==> config.mk <==
export PLATFORM = sky130hd
export DESIGN_NAME = fpt_test_unit
export DESIGN_NICKNAME = d
export VERILOG_FILES = /design/src/rtl/fpt_pkg.sv /design/src/rtl/fpt_int_field.sv /design/src/rtl/fpt_fp_field.sv /design/src/rtl/fpt_widen.sv /design/src/rtl/fpt_classify.sv /design/src/rtl/fpt_status.sv /design/src/rtl/fpt_test_unit.sv
export SDC_FILE = /design/constraint.sdc
export NUM_CORES = 1
export LEC_CHECK = 0
export BUFFER_PORTS_ARGS = -buffer_cell sky130_fd_sc_hd__buf_2
export CAP_MARGIN = 20
export CORE_MARGIN = 4
export CORE_UTILIZATION = 32
export CTS_BUF_LIST = sky130_fd_sc_hd__clkbuf_16
export DETAILED_ROUTE_END_ITERATION = 10
export GPL_TIMING_DRIVEN = 0
export PLACE_DENSITY = 0.77
export SETUP_SLACK_MARGIN = 0.02
export SYNTH_ARGS = -nofsm -noshare
export SYNTH_HDL_FRONTEND = slang
export SYNTH_SLANG_ARGS = --single-unit
==> constraint.sdc <==
create_clock -name clk_i -period 1.3 [get_ports clk_i]
set_input_delay 0 -clock clk_i [delete_from_list [all_inputs] [get_ports clk_i]]
set_output_delay 0 -clock clk_i [all_outputs]
set_load 0.01 [all_outputs]
==> src/rtl/fpt_pkg.sv <==
package fpt_pkg;
  localparam int OPND_W     = 80;
  localparam int N_INT      = 3;
  localparam int INT_W [N_INT] = '{8, 16, 32};
  localparam int SGL_EXP_W  = 8;
  localparam int SGL_FRAC_W = 23;
  localparam int DBL_EXP_W  = 11;
  localparam int DBL_FRAC_W = 52;
  localparam int EXT_EXP_W  = 15;
  localparam int EXT_FRAC_W = 63;
  localparam int MANT_W     = EXT_FRAC_W + 1;
  localparam int CC_W       = 4;
  localparam int STAT_W     = 24;

  localparam logic [2:0] FMT_BYTE = 3'd0;
  localparam logic [2:0] FMT_WORD = 3'd1;
  localparam logic [2:0] FMT_LONG = 3'd2;
  localparam logic [2:0] FMT_SGL  = 3'd3;
  localparam logic [2:0] FMT_DBL  = 3'd4;
  localparam logic [2:0] FMT_EXT  = 3'd5;

  localparam int CC_N   = 3;
  localparam int CC_Z   = 2;
  localparam int CC_I   = 1;
  localparam int CC_NAN = 0;

  localparam int EXC_SNAN_BIT = 6;
  localparam int ACC_IOP_BIT  = 7;

  typedef struct packed {
    logic              is_int;
    logic              sign;
    logic              int_zero;
    logic              exp_max;
    logic              exp_zero;
    logic [MANT_W-1:0] mant;
  } wide_t;
endpackage

==> src/rtl/fpt_int_field.sv <==
module fpt_int_field
  import fpt_pkg::*;
#(
  parameter int W = 8
) (
  input  logic [W-1:0] raw_i,
  output wide_t        wide_o
);
  always_comb begin
    wide_o          = '0;
    wide_o.is_int   = 1'b1;
    wide_o.sign     = raw_i[W-1];
    wide_o.int_zero = (raw_i == '0);
  end
endmodule

==> src/rtl/fpt_fp_field.sv <==
module fpt_fp_field
  import fpt_pkg::*;
#(
  parameter int EXP_W    = 8,
  parameter int FRAC_W   = 23,
  parameter bit EXPLICIT = 1'b0,
  localparam int W       = 1 + EXP_W + FRAC_W + (EXPLICIT ? 1 : 0)
) (
  input  logic [W-1:0] raw_i,
  output wide_t        wide_o
);
  logic [EXP_W-1:0]  exp_f;
  logic [MANT_W-1:0] mant;

  assign exp_f = raw_i[W-2 -: EXP_W];

  generate
    if (EXPLICIT) begin : g_expl
      assign mant = raw_i[MANT_W-1:0];
    end else begin : g_impl
      // hidden bit made explicit, fraction left-aligned under it
      assign mant = {(exp_f != '0), raw_i[FRAC_W-1:0], {(MANT_W-1-FRAC_W){1'b0}}};
    end
  endgenerate

  always_comb begin
    wide_o          = '0;
    wide_o.sign     = raw_i[W-1];
    wide_o.exp_max  = &exp_f;
    wide_o.exp_zero = (exp_f == '0);
    wide_o.mant     = mant;
  end
endmodule

==> src/rtl/fpt_widen.sv <==
module fpt_widen
  import fpt_pkg::*;
(
  input  logic [2:0]        fmt_i,
  input  logic [OPND_W-1:0] opnd_i,
  output wide_t             wide_o
);
  localparam int SGL_W = 1 + SGL_EXP_W + SGL_FRAC_W;
  localparam int DBL_W = 1 + DBL_EXP_W + DBL_FRAC_W;
  localparam int EXT_W = 1 + EXT_EXP_W + EXT_FRAC_W + 1;

  wide_t int_w [N_INT];
  wide_t sgl_w, dbl_w, ext_w;

  generate
    for (genvar gi = 0; gi < N_INT; gi++) begin : g_int
      fpt_int_field #(.W(INT_W[gi])) u_int (
        .raw_i (opnd_i[INT_W[gi]-1:0]),
        .wide_o(int_w[gi])
      );
    end
  endgenerate

  fpt_fp_field #(.EXP_W(SGL_EXP_W), .FRAC_W(SGL_FRAC_W), .EXPLICIT(1'b0)) u_sgl (
    .raw_i (opnd_i[SGL_W-1:0]),
    .wide_o(sgl_w)
  );
  fpt_fp_field #(.EXP_W(DBL_EXP_W), .FRAC_W(DBL_FRAC_W), .EXPLICIT(1'b0)) u_dbl (
    .raw_i (opnd_i[DBL_W-1:0]),
    .wide_o(dbl_w)
  );
  fpt_fp_field #(.EXP_W(EXT_EXP_W), .FRAC_W(EXT_FRAC_W), .EXPLICIT(1'b1)) u_ext (
    .raw_i (opnd_i[EXT_W-1:0]),
    .wide_o(ext_w)
  );

  always_comb begin
    unique case (fmt_i)
      FMT_BYTE: wide_o = int_w[0];
      FMT_WORD: wide_o = int_w[1];
      FMT_SGL:  wide_o = sgl_w;
      FMT_DBL:  wide_o = dbl_w;
      FMT_EXT:  wide_o = ext_w;
      default:  wide_o = int_w[2];  // long and unused codes
    endcase
  end
endmodule

==> src/rtl/fpt_classify.sv <==
module fpt_classify
  import fpt_pkg::*;
(
  input  wide_t           wide_i,
  output logic [CC_W-1:0] cc_o,
  output logic            snan_o
);
  logic frac_nz, is_nan, is_inf, is_zero;

  // integer bit (top of mant) never takes part in the special-value decision
  assign frac_nz = |wide_i.mant[MANT_W-2:0];
  assign is_nan  = !wide_i.is_int && wide_i.exp_max && frac_nz;
  assign is_inf  = !wide_i.is_int && wide_i.exp_max && !frac_nz;
  assign is_zero = wide_i.is_int ? wide_i.int_zero
                                 : (wide_i.exp_zero && wide_i.mant == '0);

  always_comb begin
    cc_o         = '0;
    cc_o[CC_N]   = wide_i.sign;
    cc_o[CC_Z]   = is_zero;
    cc_o[CC_I]   = is_inf;
    cc_o[CC_NAN] = is_nan;
  end

  assign snan_o = is_nan && !wide_i.mant[MANT_W-2];
endmodule

==> src/rtl/fpt_status.sv <==
module fpt_status
  import fpt_pkg::*;
(
  input  logic              clk_i,
  input  logic              rst_ni,
  input  logic              upd_i,
  input  logic              snan_i,
  input  logic              quo_we_i,
  input  logic [7:0]        quo_i,
  output logic [STAT_W-1:0] status_o
);
  logic [7:0] quo_q, exc_q, acc_q;
  logic [7:0] exc_d, acc_set;

  always_comb begin
    exc_d                = '0;
    exc_d[EXC_SNAN_BIT]  = snan_i;
    acc_set              = '0;
    acc_set[ACC_IOP_BIT] = snan_i;
  end

  always_ff @(posedge clk_i or negedge rst_ni) begin
    if (!rst_ni) begin
      quo_q <= '0;
      exc_q <= '0;
      acc_q <= '0;
    end else begin
      if (quo_we_i) quo_q <= quo_i;
      if (upd_i) begin
        exc_q <= exc_d;
        acc_q <= acc_q | acc_set;
      end
    end
  end

  assign status_o = {quo_q, exc_q, acc_q};

  assert_exc_clear_R8: assert property (@(posedge clk_i) disable iff (!rst_ni)
    upd_i |=> (status_o[15:8] & 8'hBF) == 8'h00);
  assert_snan_flags_R7: assert property (@(posedge clk_i) disable iff (!rst_ni)
    (upd_i && snan_i) |=> status_o[14] && status_o[7]);
  assert_acc_sticky_R9: assert property (@(posedge clk_i) disable iff (!rst_ni)
    1'b1 |=> (status_o[7:0] & $past(status_o[7:0])) == $past(status_o[7:0]));
  assert_quo_kept_R10: assert property (@(posedge clk_i) disable iff (!rst_ni)
    !quo_we_i |=> $stable(status_o[23:16]));
endmodule

==> src/rtl/fpt_test_unit.sv <==
module fpt_test_unit
  import fpt_pkg::*;
(
  input  logic              clk_i,
  input  logic              rst_ni,
  input  logic              in_valid_i,
  output logic              in_ready_o,
  input  logic [2:0]        in_fmt_i,
  input  logic [OPND_W-1:0] in_opnd_i,
  input  logic              quo_we_i,
  input  logic [7:0]        quo_i,
  output logic              out_valid_o,
  input  logic              out_ready_i,
  output logic [CC_W-1:0]   out_cc_o,
  output logic [STAT_W-1:0] status_o
);
  wide_t           wide;
  logic [CC_W-1:0] cc_d, cc_q;
  logic            snan, accept, valid_q;

  fpt_widen u_widen (
    .fmt_i (in_fmt_i),
    .opnd_i(in_opnd_i),
    .wide_o(wide)
  );

  fpt_classify u_class (
    .wide_i(wide),
    .cc_o  (cc_d),
    .snan_o(snan)
  );

  fpt_status u_stat (
    .clk_i   (clk_i),
    .rst_ni  (rst_ni),
    .upd_i   (accept),
    .snan_i  (snan),
    .quo_we_i(quo_we_i),
    .quo_i   (quo_i),
    .status_o(status_o)
  );

  assign in_ready_o = !valid_q || out_ready_i;
  assign accept     = in_valid_i && in_ready_o;

  always_ff @(posedge clk_i or negedge rst_ni) begin
    if (!rst_ni) begin
      valid_q <= 1'b0;
      cc_q    <= '0;
    end else if (in_ready_o) begin
      valid_q <= in_valid_i;
      if (in_valid_i) cc_q <= cc_d;
    end
  end

  assign out_valid_o = valid_q;
  assign out_cc_o    = cc_q;

  assert_hold_R1: assert property (@(posedge clk_i) disable iff (!rst_ni)
    (out_valid_o && !out_ready_i) |=> out_valid_o && $stable(out_cc_o));
  assert_accept_R1: assert property (@(posedge clk_i) disable iff (!rst_ni)
    accept |=> out_valid_o);
  assert_int_cc_R3: assert property (@(posedge clk_i) disable iff (!rst_ni)
    (accept && (in_fmt_i < FMT_SGL || in_fmt_i > FMT_EXT)) |=> out_cc_o[1:0] == 2'b00);
  assert_cc_excl_R6: assert property (@(posedge clk_i) disable iff (!rst_ni)
    out_valid_o |-> $onehot0(out_cc_o[2:0]));
endmodule

==> results.tsv <==
stage	metric	value	unit
drt	1st-pass router iterations	4	
logic_synthesis	synth unique cells	39	
timing	final worst path period need	1.564	ns
logic_synthesis	Post-Synthesis Cells	134	
cells_and_area	Layout Nets	365	
cts	clk slew on worst S/H paths	0.05	ns
cts	clk buf depth	2	
cells_and_area	share of cells above drive strength 1	56.34	%
floorplanning	die height	69.49	um
cells_and_area	Synth-to-Final Area Change	70.84	%
grt	global-route wire length before repair	6.499	mm
timing	Max Freq	639.3	MHz
timing	Slew Limit Fails	0	
timing	Setup WS post-layout	-0.2641	ns
setup_path	Max FO, Critical Path	4	
logic_synthesis	top-count cell post-synth	dfrtp_1	
timing	Finish-stage setup viols	5	
grt	vias in the first global route	1554	
cts	CTS tree	yes	
cts	clk_lat worst skew	0.24	ns
drt	final wirelength	4.180	mm
drt	residual DRC count	0	
logic_synthesis	YS warnings	0	
timing	Hold Worst Slack	0.002626	ns
setup_path	Critical Path AT	1.74	ns
floorplanning	die width	69.49	um
power_and_ir_drop	Pwr per Cell Area	752.5	nW/um^2
setup_path	crit start category	input pin	
grt	GRT overflow	0	
logic_synthesis	commonest cells in the netlist	15 x dfrtp_1, 14 x buf_4, 12 x nor4_1	
placement	RePlAce Congestion	0.8404	
logic_synthesis	top-area cell type share of the netlist area	31.02	%
logic_synthesis	syn avg cell area	9.029	sq um
logic_synthesis	Post-synth EDFFs	0	
timing	Final Skew	0.0005269	ns
drt	total number of vias	1531	
floorplanning	Initial Util	33.05	%
worst_hold_path	Hold Crit Class	input pin to flip-flop	
cts	clk sinks	15	
power_and_ir_drop	total power	1.555	mW
drt	wire per inst	13.23	um
drt	initial DRC count	53	
floorplanning	Core Footprint	3661	sq um
cts	H-Tree Depth	1	
timing	slew at the pin with the worst max-slew slack	0.4869	ns
logic_synthesis	register bit total from synthesis	15	
logic_synthesis	synthesized area	1210	sq um
timing	fin crit share	120.3	%
timing	final hold violation count	0	
cts	Num CTS Buffers	3	
outcome	status	complete, but fails checks	
placement	Area after DPL	1864	sq um
power_and_ir_drop	Worst VDD drop	0.5352	mV
timing	Max-Slew Margin vs Limit	67.24	%
logic_synthesis	Async SR Flop Fraction	100.0	%
drt	DR vias/cell	4.845	
timing	Setup TNS	-1.198	ns
setup_path	Crit. End Element	flip-flop	
cts	Root Buffer	clkbuf_16	
placement	worst slack at placement	-0.5575	ns
grt	largest net degree at the start of global routing	16	
timing	RSZ-0062 raised after global routing	yes	
floorplanning	num ports	126	
grt	Tot GR Track Use	16.03	%
drt	antenna viol nets, final	0	
floorplanning	row cnt	22	
placement	hpwl dp	3.413	mm
cells_and_area	number of antenna diodes	0	
logic_synthesis	Main synth FF type	dfrtp_1	
setup_path	WP data required	1.47	ns
logic_synthesis	area leader, netlist	dfrtp_1	
setup_path	Setup CP Type	input pin to flip-flop	
power_and_ir_drop	Lkg Pwr	1.025	nW
cells_and_area	Fillers	331	
cells_and_area	Design Area, Final	2067	sq um
floorplanning	full die area	4829	sq um
logic_synthesis	Seq/Total Area, Yosys	31.02	%
job	# Max-Cap Violations	0	
grt	initial antenna violation count	0	
outcome	failing checks	negative setup slack	
logic_synthesis	Area contributors post-synth	dfrtp_1 31%, buf_4 8.7%, mux2_2 7.4%	
placement	I/O Buffers	109	
[registers in the layout, indices dropped and copies added (netlist names)]
name,cells
out_cc_o,4
out_valid_o,1
u_stat.acc_q,1
u_stat.exc_q,1
u_stat.quo_q,8
[power breakdown]
group | leakage [nW] | switching (mW) | internal, mW
Combinational | 0.798 | 0.204 | 0.252
Sequential | 0.185 | 0.0157 | 0.504
Clock | 0.0423 | 0.174 | 0.406
[routing by layer]
metal | vias to the layer above | GRT usage (%) | wire [um] | share of wire (%)
met3 | 4 | 3.478 | 374 | 8.9
met5 | - | 0 | 0 | 0
met4 | 0 | 3.688 | 31 | 0.74
met2 | 78 | 31.25 | 2225 | 53
met1 | 689 | 17.31 | 1548 | 37
li1 | 760 | - | - | -
[layout make-up]
type | instances | area (sq um) | share of cell area (%)
Buffer | 17 | 136.4 | 6.598
Clock buffer | 3 | 75.07 | 3.632
Clock inverter | 1 | 3.754 | 0.1816
Inverter | 2 | 7.507 | 0.3632
Multi-Input combinational cell | 113 | 770.7 | 37.29
Sequential cell | 15 | 375.4 | 18.16
Tap cell | 48 | 60.06 | 2.906
Timing Repair Buffer | 117 | 638.1 | 30.87
[metrics by stage]
| step | utilization (%) | std cells |
|---|---|---|
| finish | 56.46 | 316 |
| global route | 56.46 | 316 |
| CTS | 56.29 | 316 |
| detailed placement | 50.92 | 304 |
| global placement | 50.92 | 304 |
| floorplan | - | 147 |
[worst max-delay path: stages]
cell and delay (ns):
buf_6 0.09, or4_4 0.52, or3_4 0.42, o31ai_4 0.23
o311ai_4 0.15, nor2_2 0.16, a22o_1 0.16
[placed cells by master, fill, tap and decap left out, types with 3 or more instances in the layout]
cell type | netlist | routed
inv_1 | 2 | 3
nor2_1 | 11 | 10
buf_4 | 14 | 14
nor3_1 | 6 | 6
conb_1 | 1 | 14
buf_2 | 0 | 107
nand2_1 | 10 | 10
nand4_1 | 11 | 11
clkbuf_16 | 0 | 3
dfrtp_1 | 15 | 15
nor4_1 | 12 | 12
o21ai_0 | 5 | 3
mux2_2 | 8 | 8
dlygate4sd3_1 | 0 | 8
[repair_timing]
action / in CTS / in global routing
endpoints found under the hold margin: 22 / 0
pin swaps: 3 / 4
buffers inserted: 0 / 0
resized for setup: 6 / 2
endpoints found under the setup margin: 5 / 5
gates cloned: 0 / 0
hold buffers: 8 / 0
[cells by family after synthesis]
family	Yosys count	synth area share [%]
mux	10	10.13
simple gates	70	33.61
compound gates	19	13.03
other cells	1	0.3099
buf+inv	19	11.89
flops	15	31.02
[final timing paths]
kind	start	endpoint	slack, ns	depth (start not counted)
setup / recovery	in_opnd_i[1]	out_cc_o[1]$_DFFE_PN0P_	-0.26	7
hold / removal	quo_i[3]	u_stat.quo_q[3]$_DFFE_PN0P_	0.003	2
setup reg to reg	out_valid_o$_DFFE_PN0N_	u_stat.acc_q[7]$_DFFE_PN0P_	-0.15	5
hold reg to reg	out_cc_o[0]$_DFFE_PN0P_	out_cc_o[0]$_DFFE_PN0P_	0.47	2
max in group asynchronous	rst_ni	out_cc_o[3]$_DFFE_PN0P_	0.85	2
min in group asynchronous	rst_ni	u_stat.quo_q[1]$_DFFE_PN0P_	0.20	2
(Power assumes the default switching activity.)
